--- config.mk ---
export PLATFORM = sky130hd
export DESIGN_NAME = dchan_codec
export DESIGN_NICKNAME = d
export VERILOG_FILES = /design/src/rtl/dch_pkg.sv /design/src/rtl/dch_slot_timer.sv /design/src/rtl/dch_rx.sv /design/src/rtl/dch_tx.sv /design/src/rtl/dchan_codec.sv
export SDC_FILE = /design/constraint.sdc
export NUM_CORES = 1
export LEC_CHECK = 0
export ABC_AREA = 1
export ABC_CLOCK_PERIOD_IN_PS = 3010
export BUFFER_PORTS_ARGS = -buffer_cell sky130_fd_sc_hd__buf_2
export CORE_ASPECT_RATIO = 1.4
export CORE_MARGIN = 4
export CORE_UTILIZATION = 40
export DETAILED_ROUTE_END_ITERATION = 12
export PLACE_DENSITY_LB_ADDON = 0.12
export SLEW_MARGIN = 30
export SYNTH_ARGS = -nofsm -noshare
export SYNTH_HDL_FRONTEND = slang
export SYNTH_HIERARCHICAL = 1
export SYNTH_SLANG_ARGS = --single-unit
--- constraint.sdc ---
create_clock -name clk -period 3.01 [get_ports clk]
set_input_delay 0.602 -clock clk [delete_from_list [all_inputs] [get_ports clk]]
set_output_delay 0.602 -clock clk [all_outputs]
set_load 0.005 [all_outputs]
--- src/rtl/dch_pkg.sv ---
package dch_pkg;

  localparam int unsigned DCH_BYTE_W   = 8;
  localparam int unsigned DCH_PER_FRM  = 2;
  localparam int unsigned DCH_FRAMES   = DCH_BYTE_W / DCH_PER_FRM;
  localparam int unsigned DCH_POS_W    = $clog2(DCH_BYTE_W);

  typedef enum logic {
    DCH_LSB_FIRST = 1'b0,
    DCH_MSB_FIRST = 1'b1
  } dch_order_e;

  // Shift one received line bit into a partial byte.
  function automatic logic [DCH_BYTE_W-1:0] dch_push(
    input logic [DCH_BYTE_W-1:0] v,
    input logic                  b,
    input dch_order_e            o
  );
    return (o == DCH_MSB_FIRST) ? {v[DCH_BYTE_W-2:0], b} : {b, v[DCH_BYTE_W-1:1]};
  endfunction

  // Bit that goes on the line next for a given order.
  function automatic logic dch_head(
    input logic [DCH_BYTE_W-1:0] v,
    input dch_order_e            o
  );
    return (o == DCH_MSB_FIRST) ? v[DCH_BYTE_W-1] : v[0];
  endfunction

  // Drop the bit just sent, filling with ones.
  function automatic logic [DCH_BYTE_W-1:0] dch_pop(
    input logic [DCH_BYTE_W-1:0] v,
    input dch_order_e            o
  );
    return (o == DCH_MSB_FIRST) ? {v[DCH_BYTE_W-2:0], 1'b1} : {1'b1, v[DCH_BYTE_W-1:1]};
  endfunction

endpackage

--- src/rtl/dch_slot_timer.sv ---
module dch_slot_timer
  import dch_pkg::*;
#(
  parameter int unsigned CNT_W = 4
) (
  input  logic             clk,
  input  logic             rst_n,
  input  logic             en,
  input  logic             resync,
  input  logic             fsync,
  input  logic             bit_tick,
  input  logic [CNT_W-1:0] slot_ofs,
  output logic             slot_tick,
  output logic             grp_first,
  output logic             grp_last
);

  localparam logic [CNT_W-1:0]     IDX_MAX = {CNT_W{1'b1}};
  localparam logic [DCH_POS_W-1:0] POS_END = DCH_POS_W'(DCH_BYTE_W - 1);

  logic [CNT_W-1:0]     bit_q, bit_d;
  logic                 sync_q, sync_d;
  logic [DCH_POS_W-1:0] pos_q, pos_d;
  logic [CNT_W-1:0]     idx;
  logic                 in_win;

  always_comb begin
    if (fsync)                idx = '0;
    else if (bit_q == IDX_MAX) idx = bit_q;
    else                      idx = bit_q + 1'b1;
  end

  assign in_win    = (idx == slot_ofs) ||
                     ({1'b0, idx} == ({1'b0, slot_ofs} + 1'b1));
  assign slot_tick = en && bit_tick && (sync_q || fsync) && in_win;
  assign grp_first = (pos_q == '0);
  assign grp_last  = (pos_q == POS_END);

  always_comb begin
    bit_d  = bit_q;
    sync_d = sync_q;
    pos_d  = pos_q;
    if (!en) begin
      bit_d  = '0;
      sync_d = 1'b0;
    end else if (bit_tick) begin
      bit_d = idx;
      if (fsync) sync_d = 1'b1;
    end
    if (!en || resync)  pos_d = '0;
    else if (slot_tick) pos_d = pos_q + 1'b1;
  end

  always_ff @(posedge clk or negedge rst_n) begin
    if (!rst_n) begin
      bit_q  <= '0;
      sync_q <= 1'b0;
      pos_q  <= '0;
    end else begin
      bit_q  <= bit_d;
      sync_q <= sync_d;
      pos_q  <= pos_d;
    end
  end

  assert_resync_home_R8: assert property (@(posedge clk) disable iff (!rst_n)
    (resync || !en) |=> (pos_q == '0));

  assert_sync_first_R9: assert property (@(posedge clk) disable iff (!rst_n)
    $rose(sync_q) |-> $past(fsync && bit_tick && en));

endmodule

--- src/rtl/dch_rx.sv ---
module dch_rx
  import dch_pkg::*;
(
  input  logic                  clk,
  input  logic                  rst_n,
  input  logic                  en,
  input  dch_order_e            order,
  input  logic                  slot_tick,
  input  logic                  grp_last,
  input  logic                  din,
  input  logic                  ack,
  output logic [DCH_BYTE_W-1:0] rx_byte,
  output logic                  rx_valid,
  output logic                  rx_overrun
);

  logic [DCH_BYTE_W-1:0] sh_q, sh_d, nxt_sh, byte_q, byte_d;
  logic                  vld_q, vld_d, pend_q, pend_d, ovr_q, ovr_d, done;

  assign nxt_sh = dch_push(sh_q, din, order);
  assign done   = slot_tick && grp_last;

  always_comb begin
    sh_d   = slot_tick ? nxt_sh : sh_q;
    byte_d = done ? nxt_sh : byte_q;
    vld_d  = done;
    pend_d = pend_q;
    ovr_d  = ovr_q;
    if (!en) begin
      pend_d = 1'b0;
      ovr_d  = 1'b0;
    end else begin
      if (done && pend_q && !ack) ovr_d = 1'b1;
      if (done)     pend_d = 1'b1;
      else if (ack) pend_d = 1'b0;
    end
  end

  always_ff @(posedge clk or negedge rst_n) begin
    if (!rst_n) begin
      sh_q   <= '0;
      byte_q <= '0;
      vld_q  <= 1'b0;
      pend_q <= 1'b0;
      ovr_q  <= 1'b0;
    end else begin
      sh_q   <= sh_d;
      byte_q <= byte_d;
      vld_q  <= vld_d;
      pend_q <= pend_d;
      ovr_q  <= ovr_d;
    end
  end

  assign rx_byte    = byte_q;
  assign rx_valid   = vld_q;
  assign rx_overrun = ovr_q;

  assert_valid_single_R4: assert property (@(posedge clk) disable iff (!rst_n)
    rx_valid |=> !rx_valid);

  assert_overrun_sticky_R5: assert property (@(posedge clk) disable iff (!rst_n)
    (rx_overrun && en) |=> rx_overrun);

endmodule

--- src/rtl/dch_tx.sv ---
module dch_tx
  import dch_pkg::*;
(
  input  logic                  clk,
  input  logic                  rst_n,
  input  logic                  en,
  input  dch_order_e            order,
  input  logic                  slot_tick,
  input  logic                  grp_first,
  input  logic                  ld,
  input  logic [DCH_BYTE_W-1:0] ld_byte,
  output logic                  dout,
  output logic                  req,
  output logic                  underrun
);

  logic [DCH_BYTE_W-1:0] hold_q, hold_d, sh_q, sh_d, cur;
  logic                  full_q, full_d, und_q, und_d, take;

  assign take = slot_tick && grp_first;

  always_comb begin
    if (grp_first) cur = full_q ? hold_q : '1;
    else           cur = sh_q;
  end

  assign dout = slot_tick ? dch_head(cur, order) : 1'b1;

  always_comb begin
    sh_d   = slot_tick ? dch_pop(cur, order) : sh_q;
    hold_d = ld ? ld_byte : hold_q;
    full_d = full_q;
    und_d  = und_q;
    if (!en) begin
      full_d = 1'b0;
      und_d  = 1'b0;
    end else begin
      if (take && !full_q) und_d = 1'b1;
      if (ld)        full_d = 1'b1;
      else if (take) full_d = 1'b0;
    end
  end

  always_ff @(posedge clk or negedge rst_n) begin
    if (!rst_n) begin
      hold_q <= '0;
      sh_q   <= '1;
      full_q <= 1'b0;
      und_q  <= 1'b0;
    end else begin
      hold_q <= hold_d;
      sh_q   <= sh_d;
      full_q <= full_d;
      und_q  <= und_d;
    end
  end

  assign req      = !full_q;
  assign underrun = und_q;

  assert_underrun_on_empty_R7: assert property (@(posedge clk) disable iff (!rst_n)
    (en && take && req) |=> underrun);

  assert_load_fills_R7: assert property (@(posedge clk) disable iff (!rst_n)
    (en && ld) |=> !req);

endmodule

--- src/rtl/dchan_codec.sv ---
module dchan_codec
  import dch_pkg::*;
#(
  parameter int unsigned CNT_W = 4
) (
  input  logic             clk,
  input  logic             rst_n,
  input  logic             en,
  input  logic             resync,
  input  logic             mode_i,
  input  logic             fsync,
  input  logic             bit_tick,
  input  logic [CNT_W-1:0] slot_ofs,
  input  logic             din,
  output logic             dout,
  output logic [7:0]       rx_byte,
  output logic             rx_valid,
  input  logic             rx_ack,
  output logic             rx_overrun,
  input  logic [7:0]       tx_byte,
  input  logic             tx_load,
  output logic             tx_req,
  output logic             tx_underrun
);

  dch_order_e order;
  logic       slot_tick, grp_first, grp_last;

  assign order = dch_order_e'(mode_i);

  dch_slot_timer #(.CNT_W(CNT_W)) u_timer (
    .clk       (clk),
    .rst_n     (rst_n),
    .en        (en),
    .resync    (resync),
    .fsync     (fsync),
    .bit_tick  (bit_tick),
    .slot_ofs  (slot_ofs),
    .slot_tick (slot_tick),
    .grp_first (grp_first),
    .grp_last  (grp_last)
  );

  dch_rx u_rx (
    .clk        (clk),
    .rst_n      (rst_n),
    .en         (en),
    .order      (order),
    .slot_tick  (slot_tick),
    .grp_last   (grp_last),
    .din        (din),
    .ack        (rx_ack),
    .rx_byte    (rx_byte),
    .rx_valid   (rx_valid),
    .rx_overrun (rx_overrun)
  );

  dch_tx u_tx (
    .clk       (clk),
    .rst_n     (rst_n),
    .en        (en),
    .order     (order),
    .slot_tick (slot_tick),
    .grp_first (grp_first),
    .ld        (tx_load),
    .ld_byte   (tx_byte),
    .dout      (dout),
    .req       (tx_req),
    .underrun  (tx_underrun)
  );

  assert_idle_line_R6: assert property (@(posedge clk) disable iff (!rst_n)
    !bit_tick |-> dout);

endmodule

Word-level counts from Yosys, hierarchy flattened
Cells that the tools add are included.

word-level totals
  bits in registers = 45
  input port bits = 22
  output and inout bits = 13
  word-level logic and storage cells = 67

operators by class
  add/subtract/negate cells = 3
  equal/unequal tests = 10
  muxes and demuxes = 25
  reductions and logical operators = 17

operators with widths
  operator               count
  $mux W8                4
  $mux W4                4
  $mux W1                15
  $logic_and A1 B1 Y1    8
  $ne A2 B1 Y1 const B   4
  $mux W3                2
  $ne A3 B1 Y1 const B   2
  $add A4 B1 Y5 const B  1
  $eq A4 B5 Y1           1
  $add A4 B1 Y4 const B  1
  $eq A4 B4 Y1           1
  $eq A4 B4 Y1 const B   1
  $add A3 B1 Y3 const B  1
  $eq A3 B3 Y1 const B   1
  $logic_not A1 Y1       3
  $logic_not A3 Y1       1
  $logic_or A1 B1 Y1     3
  $reduce_and A2 Y1      1
  $reduce_bool A2 Y1     1

Longest topological paths before layout
  depth in word-level cells = 11
  mapped depth = 17
  gate-level depth less buffers = 15

By module
Netlist, hierarchy kept.

modules (own cells, without submodules)
  module          times used  cells each  area an instance (um2)  sequential area each (um2)
  dch_tx          1           115         897.1                   460.4
  dch_rx          1           105         839.6                   475.5
  dch_slot_timer  1           109         762.0                   200.2

Least setup slack after synthesis
No wires, ideal clock.

  path kind = reg2out
  start = register u_timer.bit_q[0]
  end = output port dout
  data arrival time = 1641 ps
  data required time = 2408 ps
  slack = 767 ps
  stages on the path, launching flop included = 12
  buffers on the path = 0
  cells stage by stage = dfrtp_1 > ha_1 > nand2_1 > nand2_1 > nor2_4 > nor2_1 > nand2_1 > nand4_1 > nand2_2 > nand3_2 > inv_1 > nand3_1

on the way
  word-level cells in the longest chain between the ends = 7

RTL lines
  item                                           RTL line                                    text
  start: declaration                             dch_slot_timer.sv:21                        logic [CNT_W-1:0] bit_q, bit_d;
  start signal: assignment                       dch_slot_timer.sv:60                        bit_q <= bit_d;
  $add A4 B1 Y4 or $eq A4 B4 Y1 (tied branches)  dch_slot_timer.sv:30, dch_slot_timer.sv:29
  $mux W4 (*)                                    dch_slot_timer.sv:29                        else if (bit_q == IDX_MAX) idx = bit_q;
  $mux W4 (*)                                    dch_slot_timer.sv:28                        if (fsync) idx = '0;
  $eq A4 B5 Y1 or $eq A4 B4 Y1 (tied branches)   dch_slot_timer.sv:34, dch_slot_timer.sv:33
  $logic_or A1 B1 Y1 (*)                         dch_slot_timer.sv:33                        assign in_win = (idx == slot_ofs) ||
  $logic_and A1 B1 Y1 (*)                        dch_slot_timer.sv:35                        assign slot_tick = en && bit_tick && (sync_q || fsync) && in_win;
  net slot_tick                                  dchan_codec.sv:27                           logic slot_tick, grp_first, grp_last;
  $mux W1 (*)                                    dch_tx.sv:27                                assign dout = slot_tick ? dch_head(cur, order) : 1'b1;
  end: declaration                               dchan_codec.sv:15                           output logic dout,

The timed path passes the listed nets; every way through them passes the cells marked *.

Worst setup path in the final report
Same ends and word-level chain as after synthesis.

==> flow_metrics.env <==
export IMPL_wirelength_um=5660
export IMPL_path_common_cell="nand3_2"
export IMPL_yosysSeqAreaShare_pct=45.5
export IMPL_crit_slowest_cell="dfrtp_1"
export IMPL_num_vias=2186
export IMPL_tightest_slew_ps=474
export IMPL_setup_tns_ps=0
export IMPL_die_area_um2=7590
export IMPL_synth_ff_type="dfrtp_1"
export IMPL_placed_area_um2=2720
export IMPL_drv_cap=0
export IMPL_reg2reg_depth=14
export IMPL_ios=35
export IMPL_synth_top_cell_by_area="dfrtp_1"
export IMPL_synth_area_leaders="dfrtp_1, nand2_1, dfstp_2"
export IMPL_netlist_instances=329
export IMPL_status="finished clean"
export IMPL_die_width_um=74.8
export IMPL_drtPass1Iterations=4
export IMPL_numClockSinks=45
export IMPL_grt_setup_unrepaired="no"
export IMPL_met3_length_um=209
export IMPL_synth_ff_latch_count=45
export IMPL_clock_fmax_mhz=361
export IMPL_setup_viol=0
export IMPL_syn_area_um2=2500
export IMPL_clock_skew_ps=11.9
export IMPL_synth_net_count=356
export IMPL_seqCellArea_um2=1140
export IMPL_ys_warn_count=6
export IMPL_synthArstFlopShare_pct=100
export IMPL_fin_nets=393
export IMPL_synth_top_cell_area_share_pct=37.1
export IMPL_drive_gt1_share_pct=19.6
export IMPL_path_class="reg -> out"
export IMPL_multi_input_area_um2=1100
export IMPL_dp_final_hpwl_um=4340
export IMPL_end_kind="output port"
export IMPL_cp_arrival_ps=2170
export IMPL_postCtsHoldBufs=0
export IMPL_synth_top_cells_by_count="nand2_1, inv_1, nand3_1, dfrtp_1, o21ai_0"
export IMPL_grt_max_degree=25
export IMPL_postRouteAntennaNets=0
export IMPL_critPathMaxStageDelay_ps=450
export IMPL_wl_met1_um=2600
export IMPL_wl_per_cell_um=13.0
export IMPL_grt_usage_pct=16.4
export IMPL_overflow=0
export IMPL_synth_edff_count=0
export IMPL_clock_latency_ps=300
export IMPL_coreArea_um2=5950
export IMPL_cp_cell_sequence="ha_1 > nand3_2 > nand2_2 > nand3_2 > nand2_1 > nand3_2 > a21oi_2 > nand3_2 > inv_1 > nand3_1 > buf_2"
export IMPL_hp_class="in -> async"
export IMPL_routed_via_density=5.00
export IMPL_portBuffers=34
export IMPL_clock_root_buffer="clkbuf_8"
export IMPL_vdd_drop_max_mv=0.212
export IMPL_cts_setup_buffers=0
export IMPL_post_route_drc_count=0
export IMPL_slew_headroom_pct=68.4
export IMPL_p_leak_nw=1.52
export IMPL_critPathLaunchType="flip-flop"
export IMPL_die_height_um=102
export IMPL_drtIter0Drc=118
export IMPL_required_ps=2410
export IMPL_wl_met2_um=2720
export IMPL_final_max_slew_viol_count=0
export IMPL_period_share_pct=92.0
export IMPL_fin_crit_ps=2770
export IMPL_cts_tree="built"
export IMPL_yosys_cell_count_top_type="nand2_1"
export IMPL_start_util_pct=42.0
export IMPL_synth_area_per_cell_um2=7.59
export IMPL_row_count=33
export IMPL_synth_distinct_cells=28
export IMPL_syn2layout_area_growth_pct=12.9
export IMPL_cts_resized=0
export IMPL_cts_htree_levels=2
export IMPL_diodes=0
export IMPL_hold_violations=0
export IMPL_fillers=628
export IMPL_crit_fanout=6
export IMPL_clk_pin_slew_ps=90
export IMPL_grt_pass1_vias=2090
export IMPL_numCtsBuffers=5
export IMPL_maxUsedRoutingLayer="met4"
export IMPL_antenna_found_initial=0
export IMPL_routabilityCongestion=0.922
export IMPL_p_per_area_nw_per_um2=484
export IMPL_grt_pass1_wl_um=9610
export IMPL_clockBufferDepth=2
export IMPL_final_area_um2=2820
## critical path: cells and delay by family, from the launching register on
family | cells | cell delay [ps]
AND/OR/NAND/NOR | 7 | 750
flip-flops | 1 | 450
adder cells (fa/ha/maj) | 1 | 310
buffers and inverters | 2 | 210
AO/OA/AOI/OAI | 1 | 140
## cell families (layout without fill, tap and decap cells)
logic type      after synthesis  after routing  share of synthesized area (%)
compound gates               32             32                           7.11
buf+inv                      61             99                           10.5
flops                        45             45                           45.5
fa+ha+maj                     5              5                           2.50
simple gates                186            186                           34.4
## state kept, by name (all words and copies together), names as in the netlist
register,flops
u_rx/pend_q,1
u_rx/rx_byte,8
u_rx/rx_overrun,1
u_rx/rx_valid,1
u_rx/sh_q,8
u_timer/bit_q,4
u_timer/pos_q,3
u_timer/sync_q,1
u_tx/full_q,1
u_tx/hold_q,8
u_tx/sh_q,8
u_tx/underrun,1
## per-stage QoR
step	total power [W]	cells	util, %	setup WS [ps]	hold slack (ps)
3_3_place_gp	0.000957	429	45.7	484	463
6_report	0.00136	437	47.4	240	243
2_1_floorplan	0.000886	329	-	767	306
4_1_cts	0.00138	437	47.4	226	263
3_5_place_dp	0.000962	429	45.7	494	465
5_1_grt	0.00145	437	47.4	41.7	287
## power by group
group	internal [W]	switching, W	total [W]
Combinational	0.0000785	0.000130	0.000208
Sequential	0.000701	0.0000384	0.000740
Clock	0.000208	0.000208	0.000416
## path summary, 6_finish.rpt
check,from,endpoint,slack (ps)
worst max-delay path,u_timer/bit_q[0]$_DFFE_PN0P_,dout,240
worst min-delay path,rst_n,u_rx/rx_byte[7]$_DFFE_PN0P_,240
worst max register to register,u_timer/bit_q[0]$_DFFE_PN0P_,u_tx/sh_q[5]$_DFFE_PN1P_,600
worst min register to register,u_rx/rx_byte[0]$_DFFE_PN0P_,u_rx/rx_byte[0]$_DFFE_PN0P_,490
max in group asynchronous,rst_n,u_tx/sh_q[4]$_DFFE_PN1P_,2020
min in group clk,u_rx/rx_byte[0]$_DFFE_PN0P_,u_rx/rx_byte[0]$_DFFE_PN0P_,490
## area by class of cell
type                            instances  area share (%)
Inverter                               54            7.19
Multi-Input combinational cell        223            39.0
Timing Repair Buffer                   37            6.83
Clock buffer                            7            3.42
Clock inverter                          1           0.177
Tap cell                               70            3.11
Sequential cell                        45            40.3
## routing by layer
metal / up-vias / global-route usage [%]
met4: 0 / 6.71
met1: 1013 / 21.4
met5: - / 0
met3: 12 / 2.88
li1: 1118 / -
met2: 43 / 26.7
## cell usage in the layout, fill, tap and decap left out, types with 2 or more instances in the layout
| master | count |
|---|---|
| dfstp_2 | 8 |
| buf_2 | 34 |
| inv_2 | 5 |
| nand2_2 | 2 |
| nand2_1 | 109 |
| inv_1 | 49 |
| buf_4 | 3 |
| nand4_1 | 11 |
| clkbuf_8 | 7 |
| nor2_1 | 15 |
| o22ai_1 | 3 |
| o21ai_0 | 16 |
| o21ai_1 | 2 |
| dfrtp_1 | 37 |
| ha_1 | 5 |
| nand3_1 | 38 |
| a21oi_1 | 6 |
| nand3_2 | 5 |
Note: power is estimated with default switching activity, not from simulation.
